==> config.mk <==
export PLATFORM = sky130hd
export DESIGN_NAME = nvm_bus_target
export DESIGN_NICKNAME = d
export VERILOG_FILES = /design/src/rtl/nvm_bus_pkg.sv /design/src/rtl/bus_line_sync.sv /design/src/rtl/nvm_word_array.sv /design/src/rtl/prog_busy_timer.sv /design/src/rtl/nvm_bus_target.sv
export SDC_FILE = /design/constraint.sdc
export NUM_CORES = 2
export LEC_CHECK = 0
export ABC_AREA = 1
export BUFFER_PORTS_ARGS = -buffer_cell sky130_fd_sc_hd__buf_2
export CORE_MARGIN = 4
export CORE_UTILIZATION = 45
export DETAILED_ROUTE_END_ITERATION = 16
export PLACE_DENSITY = 0.63
export SYNTH_ARGS = -nofsm -noshare
export SYNTH_HDL_FRONTEND = slang
export SYNTH_SLANG_ARGS = --single-unit
==> constraint.sdc <==
create_clock -name clk -period 5.84 [get_ports clk]
set_input_delay 1.168 -clock clk [delete_from_list [all_inputs] [get_ports clk]]
set_output_delay 1.168 -clock clk [all_outputs]
set_load 0.01 [all_outputs]
==> src/rtl/nvm_bus_pkg.sv <==
package nvm_bus_pkg;
  typedef enum logic [3:0] {
    ST_IDLE, ST_DEV, ST_DEV_ACK, ST_AHI, ST_AHI_ACK, ST_ALO, ST_ALO_ACK,
    ST_DAT, ST_DAT_ACK, ST_HOLD, ST_RD, ST_RD_ACK
  } bus_state_t;
endpackage

==> src/rtl/bus_line_sync.sv <==
module bus_line_sync #(
  parameter int STAGES = 2
) (
  input  logic clk,
  input  logic rst,
  input  logic scl_i,
  input  logic sda_i,
  output logic scl_s,
  output logic sda_s,
  output logic scl_rise,
  output logic scl_fall,
  output logic start_det,
  output logic stop_det
);
  logic [STAGES-1:0] scl_q, sda_q;
  logic scl_d, sda_d;

  genvar g;
  generate
    for (g = 0; g < STAGES; g++) begin : g_stage
      always_ff @(posedge clk) begin
        if (rst) begin
          scl_q[g] <= 1'b1;
          sda_q[g] <= 1'b1;
        end else if (g == 0) begin
          scl_q[g] <= scl_i;
          sda_q[g] <= sda_i;
        end else begin
          scl_q[g] <= scl_q[g-1];
          sda_q[g] <= sda_q[g-1];
        end
      end
    end
  endgenerate

  always_ff @(posedge clk) begin
    if (rst) begin
      scl_d <= 1'b1;
      sda_d <= 1'b1;
    end else begin
      scl_d <= scl_q[STAGES-1];
      sda_d <= sda_q[STAGES-1];
    end
  end

  assign scl_s     = scl_q[STAGES-1];
  assign sda_s     = sda_q[STAGES-1];
  assign scl_rise  = scl_s & ~scl_d;
  assign scl_fall  = ~scl_s & scl_d;
  assign start_det = scl_s & scl_d & sda_d & ~sda_s;
  assign stop_det  = scl_s & scl_d & ~sda_d & sda_s;
endmodule

==> src/rtl/nvm_word_array.sv <==
module nvm_word_array #(
  parameter int AW = 8,
  parameter int DW = 8
) (
  input  logic          clk,
  input  logic          we,
  input  logic [AW-1:0] waddr,
  input  logic [DW-1:0] wdata,
  input  logic [AW-1:0] raddr,
  output logic [DW-1:0] rdata
);
  localparam int DEPTH = 1 << AW;
  logic [DW-1:0] mem [DEPTH];

  always_ff @(posedge clk) begin
    if (we) mem[waddr] <= wdata;
    rdata <= mem[raddr];
  end
endmodule

==> src/rtl/prog_busy_timer.sv <==
module prog_busy_timer #(
  parameter int WR_CYCLES = 500000
) (
  input  logic clk,
  input  logic rst,
  input  logic go,
  output logic busy
);
  localparam int TW = $clog2(WR_CYCLES + 1);
  logic [TW-1:0] left;

  always_ff @(posedge clk) begin
    if (rst)            left <= '0;
    else if (go)        left <= TW'(WR_CYCLES);
    else if (left != 0) left <= left - 1'b1;
  end

  assign busy = (left != 0);


  go_when_idle_chk: assert property (@(posedge clk) disable iff (rst) go |-> !busy);

  busy_after_go_chk: assert property (@(posedge clk) disable iff (rst) go |=> busy);
endmodule

==> src/rtl/nvm_bus_target.sv <==
module nvm_bus_target
  import nvm_bus_pkg::*;
#(
  parameter int           AW        = 8,
  parameter logic [6:0]   DEV_ADDR  = 7'h50,
  parameter int           WR_CYCLES = 500000,
  parameter int           SYNC_STG  = 2
) (
  input  logic          clk,
  input  logic          rst,
  input  logic          scl_i,
  input  logic          sda_i,
  input  logic [AW-1:0] prot_lo,
  input  logic [AW-1:0] prot_hi,
  output logic          sda_oe
);
  localparam int DW = 8;
  localparam int CW = 4;

  logic scl_s, sda_s, scl_rise, scl_fall, start_det, stop_det;
  logic busy, wr_go, prot_hit, rw;
  bus_state_t state;
  logic [CW-1:0] bitn;
  logic [DW-1:0] sh, ahi, alo, wdat, txb, rdata;
  logic [AW-1:0] ptr, waddr;
  logic [15:0] addr16;

  bus_line_sync #(.STAGES(SYNC_STG)) u_sync (
    .clk(clk), .rst(rst), .scl_i(scl_i), .sda_i(sda_i),
    .scl_s(scl_s), .sda_s(sda_s), .scl_rise(scl_rise), .scl_fall(scl_fall),
    .start_det(start_det), .stop_det(stop_det)
  );

  assign addr16   = {ahi, alo};
  assign waddr    = addr16[AW-1:0];
  assign prot_hit = (waddr >= prot_lo) && (waddr <= prot_hi);
  assign wr_go    = !busy && stop_det && (state == ST_HOLD) && !prot_hit;

  nvm_word_array #(.AW(AW), .DW(DW)) u_mem (
    .clk(clk), .we(wr_go), .waddr(waddr), .wdata(wdat),
    .raddr(ptr), .rdata(rdata)
  );

  prog_busy_timer #(.WR_CYCLES(WR_CYCLES)) u_tmr (
    .clk(clk), .rst(rst), .go(wr_go), .busy(busy)
  );

  always_ff @(posedge clk) begin
    if (rst) begin
      state  <= ST_IDLE;
      sda_oe <= 1'b0;
      bitn   <= '0;
      sh     <= '0;
      ahi    <= '0;
      alo    <= '0;
      wdat   <= '0;
      txb    <= '0;
      rw     <= 1'b0;
      ptr    <= '0;
    end else if (busy) begin
      state  <= ST_IDLE;
      sda_oe <= 1'b0;
      bitn   <= '0;
    end else if (start_det) begin
      state  <= ST_DEV;
      sda_oe <= 1'b0;
      bitn   <= '0;
    end else if (stop_det) begin
      if (wr_go) ptr <= waddr + 1'b1;
      state  <= ST_IDLE;
      sda_oe <= 1'b0;
      bitn   <= '0;
    end else begin
      unique case (state)
        ST_DEV, ST_AHI, ST_ALO, ST_DAT: begin
          if (scl_rise) begin
            sh   <= {sh[DW-2:0], sda_s};
            bitn <= bitn + 1'b1;
          end else if (scl_fall && bitn == CW'(8)) begin
            bitn <= '0;
            case (state)
              ST_DEV: begin
                if (sh[7:1] == DEV_ADDR) begin
                  rw     <= sh[0];
                  sda_oe <= 1'b1;
                  state  <= ST_DEV_ACK;
                end else begin
                  state  <= ST_IDLE;
                end
              end
              ST_AHI: begin ahi  <= sh; sda_oe <= 1'b1; state <= ST_AHI_ACK; end
              ST_ALO: begin alo  <= sh; sda_oe <= 1'b1; state <= ST_ALO_ACK; end
              default: begin wdat <= sh; sda_oe <= 1'b1; state <= ST_DAT_ACK; end
            endcase
          end
        end
        ST_DEV_ACK: if (scl_fall) begin
          if (rw) begin
            txb    <= rdata;
            sda_oe <= ~rdata[DW-1];
            bitn   <= '0;
            state  <= ST_RD;
          end else begin
            sda_oe <= 1'b0;
            state  <= ST_AHI;
          end
        end
        ST_AHI_ACK: if (scl_fall) begin sda_oe <= 1'b0; state <= ST_ALO;  end
        ST_ALO_ACK: if (scl_fall) begin sda_oe <= 1'b0; state <= ST_DAT;  end
        ST_DAT_ACK: if (scl_fall) begin sda_oe <= 1'b0; state <= ST_HOLD; end
        ST_RD: if (scl_fall) begin
          if (bitn == CW'(7)) begin
            sda_oe <= 1'b0;
            ptr    <= ptr + 1'b1;
            state  <= ST_RD_ACK;
          end else begin
            txb    <= {txb[DW-2:0], 1'b0};
            sda_oe <= ~txb[DW-2];
            bitn   <= bitn + 1'b1;
          end
        end
        ST_RD_ACK: if (scl_rise) state <= ST_IDLE;
        default: ;
      endcase
    end
  end


  quiet_when_busy_chk: assert property (@(posedge clk) disable iff (rst) busy |-> !sda_oe);

  change_on_low_chk: assert property (@(posedge clk) disable iff (rst)
    (sda_oe != $past(sda_oe)) |-> !scl_s);

  bit_count_chk: assert property (@(posedge clk) disable iff (rst) bitn <= CW'(8));

  release_on_stop_chk: assert property (@(posedge clk) disable iff (rst) stop_det |=> !sda_oe);
endmodule

# Word level (Yosys, flattened, before mapping)
# Memory sizes are Yosys's and may differ from the RTL's. A register that Yosys moved wholly into a read port is not among the register bits.
# Index checks and enable logic that the tools add are counted.
[word_totals] ff_bits=74 ram_bits=2048 output_inout_bits=1 wordCells=160 mem_count=1
[memory_table] memory="u_mem.mem" depth=256 width=8 rd=1 rd_ports_with_merged_regs=1 wr=1 line_no="nvm_word_array.sv:13" source="logic [DW-1:0] mem [DEPTH];"
[op_classes] addsub=4 n_lt_le_gt_ge=2 n_eq_ne=38 n_mux=46 n_bitwise=18 reduce_logical=33
[op_table] operator="$mux 4" count=16
[op_table] operator="$mux 8" count=5
[op_table] operator="$mux 19" count=2
[op_table] operator="$ne 4x4->1 const B" count=9
[op_table] operator="$mux 7" count=4
[op_table] operator="$pmux 4 s7" count=1
[op_table] operator="$pmux 4 s3" count=2
[op_table] operator="$ne 2x2->1 const B" count=11
[op_table] operator="$reduce_and 7->1" count=3
[op_table] operator="$eq 4x3->1 const B" count=5
[op_table] operator="$eq 4x4->1 const B" count=5
[op_table] operator="$reduce_and 10->1" count=2
[op_table] operator="$reduce_bool 19->1" count=1
[op_table] operator="$sub 19x1->19 const B" count=1
[op_table] operator="$add 8x1->8 const B" count=2
[op_table] operator="$reduce_and 8->1" count=2
[op_table] operator="$pmux 7 s2" count=1
[op_table] operator="$mux 1" count=13
[op_table] operator="$reduce_and 6->1" count=2
[op_table] operator="$not 1->1" count=11
[op_table] operator="$reduce_bool 2->1" count=5
[op_table] operator="$reduce_bool 9->1" count=1
[op_table] operator="$eq 4x2->1 const B" count=2
[op_table] operator="$ge 8x8->1" count=1
[op_table] operator="18 further kinds" count=34

# Longest topological paths before layout
[depth] depth_word=8 depth_mapped=16

# Modules after synthesis
# Synthesis repeated with hierarchy kept, for this count alone.
[unflattened] cells_unflattened=7618 area_unflattened_um2=87716.6
[by_module_without_submodules] module="nvm_word_array" n_inst=1 cells_per_inst=7003 area_each_um2=83396.2 seq_area_each_um2=61659.1
[by_module_without_submodules] module="nvm_bus_target" n_inst=1 cells_per_inst=440 area_each_um2=3016.6 seq_area_each_um2=980.9
[by_module_without_submodules] module="prog_busy_timer" n_inst=1 cells_per_inst=151 area_each_um2=1106.1 seq_area_each_um2=380.4
[by_module_without_submodules] module="bus_line_sync" n_inst=1 cells_per_inst=24 area_each_um2=197.7 seq_area_each_um2=120.1

# Least setup slack after synthesis
# No wires, ideal clock.
[synth_path] path_type="register to register" from="register wdat[0]" to="memory u_mem.mem[0][0] (data pin)" setup_time_ns=0.855 arrival_time_ns=3.393 t_required_ns=4.985 path_slack_ns=1.592 path_stages_with_launch=1 cell_sequence="dfxtp_1"
[synth_rtl] item="start: declaration" line_no="nvm_bus_target.sv:24" source="logic [DW-1:0] sh, ahi, alo, wdat, txb, rdata;"
[synth_rtl] item="start signal: assignment" line_no="nvm_bus_target.sv:56" source="wdat <= '0;"
[synth_rtl] item="start signal: assignment" line_no="nvm_bus_target.sv:93" source="default: begin wdat <= sh; sda_oe <= 1'b1; state <= ST_DAT_ACK; end"
[synth_rtl] item="end: declaration" line_no="nvm_word_array.sv:13"
# Straight into the memory's write port.

# Final worst setup path
[layout_path] from="register alo[0]" to="memory u_mem.mem[15][6], enable pin"
[layout_via] elab_chain_cells=6 word_cells_on_any_way=7
[layout_rtl] item="start: declaration" line_no="nvm_bus_target.sv:24"
[layout_rtl] item="start signal: assignment" line_no="nvm_bus_target.sv:55" source="alo <= '0;"
[layout_rtl] item="start signal: assignment" line_no="nvm_bus_target.sv:92" source="ST_ALO: begin alo <= sh; sda_oe <= 1'b1; state <= ST_ALO_ACK; end"
[layout_rtl] item="$ge 8x8->1 / $le 8x8->1 (equally long branches)" line_no="nvm_bus_target.sv:36" source="assign prot_hit = (waddr >= prot_lo) && (waddr <= prot_hi);"
[layout_rtl] item="$logic_and 1x1->1" line_no="nvm_bus_target.sv:36"
[layout_rtl] item="$logic_not 1->1" line_no="nvm_bus_target.sv:37" source="assign wr_go = !busy && stop_det && (state == ST_HOLD) && !prot_hit;"
[layout_rtl] item="$logic_and 1x1->1" line_no="nvm_bus_target.sv:37"
[layout_rtl] item="$mux 1" line_no="nvm_word_array.sv:16" source="if (we) mem[waddr] <= wdata;"
[layout_rtl] item="$mux 1 (implied by the code)" line_no="nvm_word_array.sv:16"
# Parallel ways exist; a longest one is shown, timed or not.

==> flow_results.org <==
** Outcome
- Outcome :: completed

** Pwr
- Across the VDD grid, the largest voltage drop is 0.000316 V.
- Dividing total power by cell area gives a power density of 319 mW/mm^2.
- Share of power burned in the clock network :: 44.9%
- In this run the static leakage power is 35.8 nW.
- Int Power :: 24.7 mW
- Switch share :: 19.9%
- Sequential cells burn 53.7% of the power.
- The share of total power dissipated in combinational logic is roughly 1.4%.
- Summed over all nets, the switching power comes to 6.15 mW.

** Clocking
- Setup Buffers After CTS :: 0
- H-tree lvl count :: 4
- Cts hold-fix bufs :: 0
- The clock passes through at most 3 buffers.
- Counting the buffers created by CTS gives ~210.
- For this design, the sink count on the clock tree is 2130.
- CTS tree :: yes
- For the worst-skew pair, the clock arrives at the later sink with an insertion delay of 0.86 ns.
- CTS Root Cell :: clkbuf_16
- Post-CTS repair changed the size of 0 cells.
- Clock-pin slew was measured on the worst setup and hold paths at 0.06 ns.

** Detailed routing
- Max Used Layer :: met5
- Routed length on met2 :: roughly 110 mm
- After detailed routing, the met3 layer carries 22.5 mm of wire.
- Detailed-routing iteration count for the pre-antenna-repair pass :: 6
- Total Wirelength :: 243 mm
- Total number of vias :: 58500
- Routed length per placed instance :: about 24 um
- In the routed layout, each cell is associated on average with a via count of 5.79.
- The count of nets left with antenna violations once routing finished came out at 0.
- Post-detailed-route DRC marker count :: 0
- For this block, wires on met1 add up to 99.5 mm.
- Initial drt markers :: 7496

** Timing
- Post-route minimum period :: 4.17 ns
- Of the available clock period, the critical path in the final layout requires 71.4%.
- Summed negative setup slack over all endpoints :: 0 ns
- The max-slew violation count came to 0.
- Count of final setup violators :: 0
- The worst pin sits at a relative slew slack of between 20% and 30%.
- At the pin with the least slew margin, the transition time is 1.20 ns.
- FMAX :: 0.240 GHz
- Post-route clock skew :: approximately 0.046 ns
- Number of endpoints with negative hold slack in the final report :: 0
- Setup repair after global routing missed its margin :: false

** Floorplan
- The die is 448 um tall.
- The die covers ~0.2 mm^2.
- The core region is about 0.19 mm^2.
- In this run the count of I/O pins placed on the die edge is 21.
- Row generation in the floorplan step produced 161 rows.
- Die W :: between 400 and 500 um
- The initial utilization of the core area, before any placement, comes to 45.3%.

** GRT
- Pin count of the biggest net entering global routing :: about 230
- The first global-routing pass estimated approximately 360 mm of wire.
- Vias in the first global route :: approximately 56000
- In the global route stage, overall resource usage came out at between 20% and 30%.
- The total overflow left after global routing is 0.
- Number of antenna violations at the first check in global routing :: 1

** Worst setup path
- The worst register-to-register path has a setup slack of around 1.7 ns.
- Traced cell by cell, the critical path runs through inv_1 -> ha_1 -> inv_1 -> a21oi_1 -> o21ai_0 -> nand2_1 -> nand3_1 -> nand2_1 -> nand2_1 -> nand2_2 -> nor3_2 -> nand2_2 -> nor2_1.
- The worst setup path is of the register to register kind.
- Capture point of the worst reg-to-reg path :: u_mem.mem[15][6]$_DFFE_PP_
- Critical Path Source Type :: register
- Slowest cell on the critical path :: nor2_1
- Among the stages of the critical path, the cell type that occurs most often is nand2_1.
- The worst register-to-register path begins at alo[0]$_SDFFE_PP0P_.
- Crit path required time :: 6.30 ns
- The worst setup path is captured at a register.
- In this design, the stage delay of the slowest critical-path cell is between 0.8 and 0.9 ns.
- Data on the critical path arrives at its endpoint at 4.63 ns.
- CP max FO :: 16
- Number of cells traversed by the worst register-to-register path :: 13

** Logic synthesis
- Synthesis produced a netlist with a net count of between 7000 and 8000.
- Of all flip-flops after synthesis, the portion carrying an async set or reset was 0%.
- Summing the sequential cell areas from Yosys gives 72.4% of the chip area.
- Number of distinct standard cells referenced by the synthesized netlist :: 39
- Number of synthesized flops with an enable pin :: 2048
- Total of warnings raised by yosys :: 0
- Predominant post-synthesis flop cell :: edfxtp_1
- Syn Inst Count :: 7549
- Combined area of all synthesized cells :: 0.0872 mm^2
- Synthesis inferred 2130 register bits.
- Average instance area after synthesis :: 11.5 um^2

** Placed design
- Post-place instance area :: 0.0896 mm^2
- Routability Congestion :: 0.892
- Number of I/O port buffers :: 20
- The wire-length estimate of the detail-placed layout is 139 mm.

** Final layout
- Synthesis-to-layout area growth :: 11.0%
- The filler cells instantiated in the layout total roughly 17000.
- The repair_antennas step left the layout with diodes totalling 0.
- The final layout contains ~7400 nets.
- Share of cells above drive strength 1 :: 7.13%
- After routing the design area is 0.0967 mm^2.
- Most frequent standard cell in the layout excluding fill and tap cells :: nand2_1
- Most used cells in the layout excluding fill and tap cells :: 2221 x nand2_1, 2048 x edfxtp_1, 2040 x nand3_1

** Hold path
- The path class of the tightest hold or removal check is register to register.
- Hold EP :: u_sync.sda_s$_SDFF_PP1_
- The startpoint identified for the worst hold timing path is u_sync.sda_q[0]$_SDFF_PP1_.
- Along the worst hold path, the cell count comes to 1.

** Run
- Max-cap violations in this run came to 0.
==> final cells by class <==
cell class | count | area, um^2 | area share [%]
well taps | 2526 | 3160 | 3.27
multi-input cells | 4819 | 21600 | 22.4
clock buffers | 254 | 5610 | 5.80
repair buffers | 128 | 1260 | 1.30
clock inverters | 146 | 1490 | 1.54
inverters | 94 | 378 | 0.391
flip-flops and latches | 2130 | 63200 | 65.3
==> routing by layer <==
metal / vias to the layer above / global-route usage [%]
met2: 3049 / 37.9
met4: 2 / 8.70
met1: 28500 / 33.6
met3: 484 / 3.92
li1: 26500 / -
met5: - / 0
==> Yosys cell counts (all sizes together), types with 9 or more instances <==
cell type	number	area share, %
buf	137	0.80
ha	20	0.29
nand2	2233	9.6
a21oi	53	0.30
edfxtp	2048	71
inv	92	0.40
dfxtp	82	1.9
clkbuf	369	1.6
xor2	9	0.090
o21ai	42	0.24
nor2	251	1.1
nand3	2043	12
nand4	17	0.13
a211oi	9	0.078
nor3	106	0.86
==> critical path: cells and delay by family (launching register included) <==
kind	cells	cell delay (ns)
AND/OR/NAND/NOR	8	2.53
flip-flops	1	0.49
buffers and inverters	2	0.30
adder cells (fa/ha/maj)	1	0.24
AO/OA/AOI/OAI	2	0.19
==> power groups by stage <==
stage	logic (mW)	registers, mW	clock network, mW
global route	0.481	16.6	14.7
global placement	0.417	16.9	0
CTS	0.422	16.6	14.0
finish	0.419	16.6	13.9
detailed placement	0.419	16.9	0
floorplan	0.333	16.9	0
==> flip-flops by register name, indices dropped and copies added (netlist names) <==
name	count
u_mem.mem	2048
u_tmr.left	19
alo	8
ptr	8
sh	8
u_mem.rdata	8
wdat	8
txb	7
bitn	4
state	4
rw	1
sda_oe	1
u_sync.scl_d	1
u_sync.scl_q	1
u_sync.scl_s	1
u_sync.sda_d	1
u_sync.sda_q	1
u_sync.sda_s	1
==> cell families (layout without fill, tap and decap cells) <==
logic type	Yosys count	in the layout	share of synthesized area, %
AND/OR/NAND/NOR	4670	4670	23.6
buffers and inverters	600	622	2.79
AO/OA/AOI/OAI	115	115	0.712
XOR/XNOR	14	14	0.141
flip-flops	2130	2130	72.4
adder cells (fa/ha/maj)	20	20	0.287
==> per-stage QoR <==
stage	util [%]	worst slack (ns)	instances	hold WS, ns	total power, mW
after floorplan	-	1.59	7549	0.389	17.2
final	50.2	1.67	10100	0.426	30.8
after CTS	50.2	1.71	10100	0.437	31.0
after global routing	50.2	1.43	10100	0.454	31.7
after detailed placement	46.5	1.13	9697	0.414	17.3
after global placement	46.5	1.19	9697	0.422	17.3
==> worst max-delay path by stage <==
stage,cells after the start,end,start
4_1_cts,13,u_mem.mem[223][3]$_DFFE_PP_,alo[0]$_SDFFE_PP0P_
3_3_place_gp,12,u_mem.mem[143][3]$_DFFE_PP_,prot_lo[1]
3_5_place_dp,12,u_mem.mem[223][2]$_DFFE_PP_,prot_lo[1]
2_1_floorplan,0,u_mem.mem[0][0]$_DFFE_PP_,wdat[0]$_SDFFE_PP0P_
5_1_grt,13,u_mem.mem[31][2]$_DFFE_PP_,alo[0]$_SDFFE_PP0P_
6_report,13,u_mem.mem[15][6]$_DFFE_PP_,alo[0]$_SDFFE_PP0P_
Note: power is estimated with default switching activity, not from simulation.
